$ cat src/rtl/pwm_fall_delay_pkg.sv
`timescale 1ns/1ps
package pwm_fall_delay_pkg;
  typedef enum logic {
    UPD_IMM  = 1'b0,
    UPD_SYNC = 1'b1
  } upd_mode_e;
endpackage

$ cat src/rtl/pfd_shadow.sv
`timescale 1ns/1ps
module pfd_shadow
  import pwm_fall_delay_pkg::*;
#(
  parameter int DW = 12
) (
  input  logic          clk_i,
  input  logic          rst_ni,
  input  logic          wr_en_i,
  input  logic [DW-1:0] wr_dly_i,
  input  logic          cnt_zero_i,
  input  upd_mode_e     mode_i,
  input  logic          sync_req_i,
  output logic [DW-1:0] shadow_o,
  output logic [DW-1:0] act_o
);
  logic [DW-1:0] shadow_q, act_q;
  logic          pend_q, armed_q, commit;

  // sync request must precede the zero strobe by at least one cycle
  always_comb begin
    commit = 1'b0;
    if (cnt_zero_i && pend_q)
      commit = (mode_i == UPD_IMM) || armed_q;
  end

  always_ff @(posedge clk_i or negedge rst_ni) begin
    if (!rst_ni) begin
      shadow_q <= '0;
      act_q    <= '0;
      pend_q   <= 1'b0;
      armed_q  <= 1'b0;
    end else begin
      if (wr_en_i) shadow_q <= wr_dly_i;
      if (commit)  act_q    <= shadow_q;
      if (wr_en_i)     pend_q <= 1'b1;
      else if (commit) pend_q <= 1'b0;
      if (sync_req_i)      armed_q <= 1'b1;
      else if (cnt_zero_i) armed_q <= 1'b0;
    end
  end

  assign shadow_o = shadow_q;
  assign act_o    = act_q;
endmodule

$ cat src/rtl/pfd_fall_ctr.sv
`timescale 1ns/1ps
module pfd_fall_ctr #(
  parameter int DW = 12
) (
  input  logic          clk_i,
  input  logic          rst_ni,
  input  logic          en_i,
  input  logic          pwm_i,
  input  logic [DW-1:0] act_i,
  output logic          pwm_o
);
  logic          in_q, fall, busy, act_nz;
  logic [DW-1:0] cnt_q, cnt_d;

  assign act_nz = (act_i != '0);
  assign fall   = in_q & ~pwm_i;
  assign busy   = (fall & act_nz) | (cnt_q != '0);
  assign pwm_o  = en_i ? (pwm_i | busy) : pwm_i;

  // cnt_q holds cycles of high still owed after the current one
  always_comb begin
    cnt_d = cnt_q;
    if (!en_i || pwm_i)    cnt_d = '0;
    else if (fall)         cnt_d = act_nz ? act_i - 1'b1 : '0;
    else if (cnt_q != '0)  cnt_d = cnt_q - 1'b1;
  end

  always_ff @(posedge clk_i or negedge rst_ni) begin
    if (!rst_ni) begin
      in_q  <= 1'b0;
      cnt_q <= '0;
    end else begin
      in_q  <= pwm_i;
      cnt_q <= cnt_d;
    end
  end
endmodule

$ cat src/rtl/pwm_fall_delay.sv
`timescale 1ns/1ps
module pwm_fall_delay
  import pwm_fall_delay_pkg::*;
#(
  parameter int DLY_W = 12,
  parameter int REG_W = 32
) (
  input  logic             clk_i,
  input  logic             rst_ni,
  input  logic             en_i,
  input  logic             pwm_i,
  input  logic             cnt_zero_i,
  input  logic             sync_mode_i,
  input  logic             sync_req_i,
  input  logic             wr_en_i,
  input  logic [REG_W-1:0] wr_data_i,
  output logic [REG_W-1:0] rd_data_o,
  output logic             pwm_o
);
  localparam int PAD_W = REG_W - DLY_W;

  logic [DLY_W-1:0] shadow_w, act_w;
  upd_mode_e        mode;

  assign mode = upd_mode_e'(sync_mode_i);

  pfd_shadow #(.DW(DLY_W)) u_shadow (
    .clk_i      (clk_i),
    .rst_ni     (rst_ni),
    .wr_en_i    (wr_en_i),
    .wr_dly_i   (wr_data_i[DLY_W-1:0]),
    .cnt_zero_i (cnt_zero_i),
    .mode_i     (mode),
    .sync_req_i (sync_req_i),
    .shadow_o   (shadow_w),
    .act_o      (act_w)
  );

  pfd_fall_ctr #(.DW(DLY_W)) u_ctr (
    .clk_i  (clk_i),
    .rst_ni (rst_ni),
    .en_i   (en_i),
    .pwm_i  (pwm_i),
    .act_i  (act_w),
    .pwm_o  (pwm_o)
  );

  assign rd_data_o = {{PAD_W{1'b0}}, shadow_w};
endmodule

$ cat config.mk
export PLATFORM = sky130hd
export DESIGN_NAME = pwm_fall_delay
export DESIGN_NICKNAME = d
export VERILOG_FILES = /design/src/rtl/pwm_fall_delay_pkg.sv /design/src/rtl/pfd_shadow.sv /design/src/rtl/pfd_fall_ctr.sv /design/src/rtl/pwm_fall_delay.sv
export SDC_FILE = /design/constraint.sdc
export NUM_CORES = 1
export LEC_CHECK = 0
export ABC_AREA = 1
export ABC_CLOCK_PERIOD_IN_PS = 2300
export BUFFER_PORTS_ARGS = -buffer_cell sky130_fd_sc_hd__clkbuf_2
export CORE_ASPECT_RATIO = 1.1
export CORE_MARGIN = 2
export CORE_UTILIZATION = 55
export CTS_BUF_LIST = sky130_fd_sc_hd__clkbuf_8
export CTS_CLUSTER_SIZE = 25
export DETAILED_ROUTE_END_ITERATION = 7
export GPL_ROUTABILITY_DRIVEN = 1
export HOLD_SLACK_MARGIN = 0.02
export PLACE_DENSITY = 0.85
export SKIP_LAST_GASP = 1
export SLEW_MARGIN = 20
export SYNTH_ARGS = -nofsm -noshare
export SYNTH_HDL_FRONTEND = slang
export SYNTH_SLANG_ARGS = --single-unit
export TNS_END_PERCENT = 5
$ cat constraint.sdc
create_clock -name clk_i -period 2.3 [get_ports clk_i]
set_clock_uncertainty 0.1 [all_clocks]
set_input_delay 0.345 -clock clk_i [delete_from_list [all_inputs] [get_ports clk_i]]
set_output_delay 0.345 -clock clk_i [all_outputs]
set_load 0.005 [all_outputs]
==> results.cfg <==
[global_routing]
grt_pass1_wl_um = 7790
antenna_found_initial = 0
grt_use_total_pct = 21.0
grt_pass1_vias = 1849
grt_max_degree = 40
grt-ovfl-total = 0

[routing]
viasPerCell = 4.82
firstDrtPassIters = 4
wire_per_inst_um = 11.4
drc = 0
ant_nets = 0
vias = 1914
routed_wl_um = 4530
drt_iter0_drc = 84

[synthesis]
syn_area_um2 = 2330
synth_ff_type = dfrtp_1
ys_types = 23
ys_warn_count = 0
ys_ff_latch = 39
avgSynthCellArea_um2 = 7.56
synth_area_leaders = dfrtp_1, nand2_1, buf_4, inv_1, nand3_1
synth_largest_area_cell = dfrtp_1
ys_seq_area_share_pct = 41.9
synth_top_area_share_pct = 41.9
synth-edff-count = 0
ys_async_sr_fraction_pct = 100
postSynthCellCount = 308

[sta]
finalSetupTns_ps = 0
tightest_slew_ps = 818
max_clock_freq_mhz = 489
slew_viol_final = 0
setup_viol = 0
finalHoldViolations = 0
fin_crit_ps = 2040
rsz0062_at_grt = no
timing.final.crit_share_pct = 88.8
relSlewSlack_pct = 45.4

[final_layout]
syn_to_final_growth_pct = 11.8
num_antenna_cells = 0
utilization_pct = 64.7
fin_nets = 388
final_area_um2 = 2600
drive_gt1_share_pct = 20.9

[floorplanning]
io_pins = 73
initial_core_util_pct = 57.8
dieArea_um2 = 4770
core_um2 = 4020
num_rows = 24
chipWidth_um = 66.0
dieHeight_um = 72.2

[critical_path]
required_ps = 1860
worstPathMaxFanout = 5
worst-path-buf-inv = 2
crit_chain = inv_1, ha_1, nand2_1, nor2_1, nand3_2, o21ai_2, nand2_1, clkbuf_2
path_common_cell = nand2_1
crit_type = reg2out
critPathArrivalTime_ps = 1600
cp_top_family = flip-flops
start_kind = flop
max_stage_delay_ps = 380
endpoint_kind = output port
slowest_stage = dfrtp_1

[power_and_ir_drop]
peakVddDrop_uv = 630
p_per_area_nw_per_um2 = 832
p_leak_nw = 1.43

[cts]
cts_root_buf = clkbuf_8
clkTransAtPathRegs_ps = 70
clock_path_buffers = 2
cts_resized = 0
cts_tree = built
cts.sinks = 39
cts_setup_buffers = 0
cts_made_buffers = 5
ctsHoldBuffers = 1
htree_num_levels = 2
worstSkewPairLatency_ps = 290

[placement]
place_congestion = 0.845
port_buffers = 32
dpl_cell_area_um2 = 2460
dp_hpwl_um = 3340

[worst_hold_path]
hold_class = in2reg

[flow_run]
maxCapViolations = 0

[run_status]
outcome = finished clean
==> synth_stat cells (3+ instances only) <==
cell	count
dfrtp_1	39
a21oi_2	11
nand2_1	106
o21ai_0	17
ha_1	4
nand3_1	20
clkbuf_1	3
nor2_2	5
inv_1	35
xor2_1	5
nand3_2	4
buf_4	20
nand2_2	3
nor2_1	23
==> state kept, by name, indices dropped and copies added, names as in the netlist <==
register	flops
u_ctr.cnt_q	12
u_ctr.in_q	1
u_shadow.act_o	12
u_shadow.armed_q	1
u_shadow.pend_q	1
u_shadow.shadow_o	12
==> logic make-up after synthesis <==
| group | Yosys count | share of synthesized area, % |
|---|---|---|
| adders and majority gates | 4 | 2.15 |
| buffers and inverters | 62 | 14.0 |
| xor gates and xnor gates | 5 | 1.88 |
| other | 1 | 0.161 |
| and+or+nand+nor | 164 | 30.0 |
| DFF | 39 | 41.9 |
| AOI/OAI and AO/OA | 33 | 9.89 |
==> power by group <==
| group | total, W | switching, W | internal [W] | leakage [nW] |
|---|---|---|---|---|
| clock network | 0.000670 | 0.000241 | 0.000429 | 0.0695 |
| logic | 0.000650 | 0.000424 | 0.000226 | 0.871 |
| registers | 0.000845 | 0.0000720 | 0.000773 | 0.492 |
| total | 0.00216 | 0.000737 | 0.00143 | 1.43 |
==> cells in the final DEF (no fill, tap or decap), drive strengths merged <==
master and instances:
clkbuf 37, buf 4, inv 36, a21oi 12, ha 4, xor2 5, nand3 24, nand2 109
or2 2, bufinv 2, nor2 29, o21ai 19, dfrtp 39, a21boi 1, conb 20, o21bai 1
dlygate4sd3 1
==> area by class of cell <==
cell class / count / area [µm²]
Fill cell: 334 / 1420
Inverter: 35 / 131
Multi-Input combinational cell: 226 / 1100
Timing Repair Buffer: 37 / 200
Clock buffer: 5 / 68.8
Clock inverter: 3 / 63.8
Tap cell: 52 / 65.1
Sequential cell: 39 / 976
==> worst reg2reg max path, cell delays in order (launching register included) <==
cell and delay [ps]:
dfrtp_1 380, inv_1 140, ha_1 180, nand2_1 50
nor2_1 110, nand3_2 140, o21ai_2 140, buf_4 220
inv_1 80, nand2_1 70, nand2_1 50
==> stage by stage <==
stage | std cells | hold slack, ps | total power, W | worst slack [ps]
floorplan | 327 | -50.6 | 0.00135 | 652
global placement | 388 | 315 | 0.00146 | 587
detailed placement | 388 | 318 | 0.00149 | 539
CTS | 397 | 86.8 | 0.00217 | 235
global route | 397 | 92.6 | 0.00231 | 122
finish | 397 | 94.4 | 0.00216 | 257
==> metal layers <==
layer | wire [µm] | global-route usage, % | part of all wire, % | vias to the layer above
li1 | - | - | - | 982
met1 | 1840 | 23.5 | 41 | 876
met2 | 2420 | 38.2 | 53 | 46
met3 | 174 | 4.19 | 3.8 | 10
met4 | 95 | 9.52 | 2.1 | 0
met5 | 0 | 0 | 0 | -
==> path summary, 6_finish.rpt <==
path,start,to,slack (ps),depth (start not counted)
min reg2reg,u_shadow.shadow_o[10]$_DFFE_PN0P_,u_shadow.shadow_o[10]$_DFFE_PN0P_,400,2
min in group asynchronous,rst_ni,u_shadow.shadow_o[1]$_DFFE_PN0P_,560,3
max reg2reg,u_ctr.cnt_q[0]$_DFFE_PN0P_,u_ctr.cnt_q[0]$_DFFE_PN0P_,540,10
min,pwm_i,u_ctr.in_q$_DFF_PN0_,90,1
max in group asynchronous,rst_ni,u_ctr.cnt_q[8]$_DFFE_PN0P_,1210,3
max,u_ctr.cnt_q[0]$_DFFE_PN0P_,pwm_o,260,8
(Power assumes the default switching activity.)
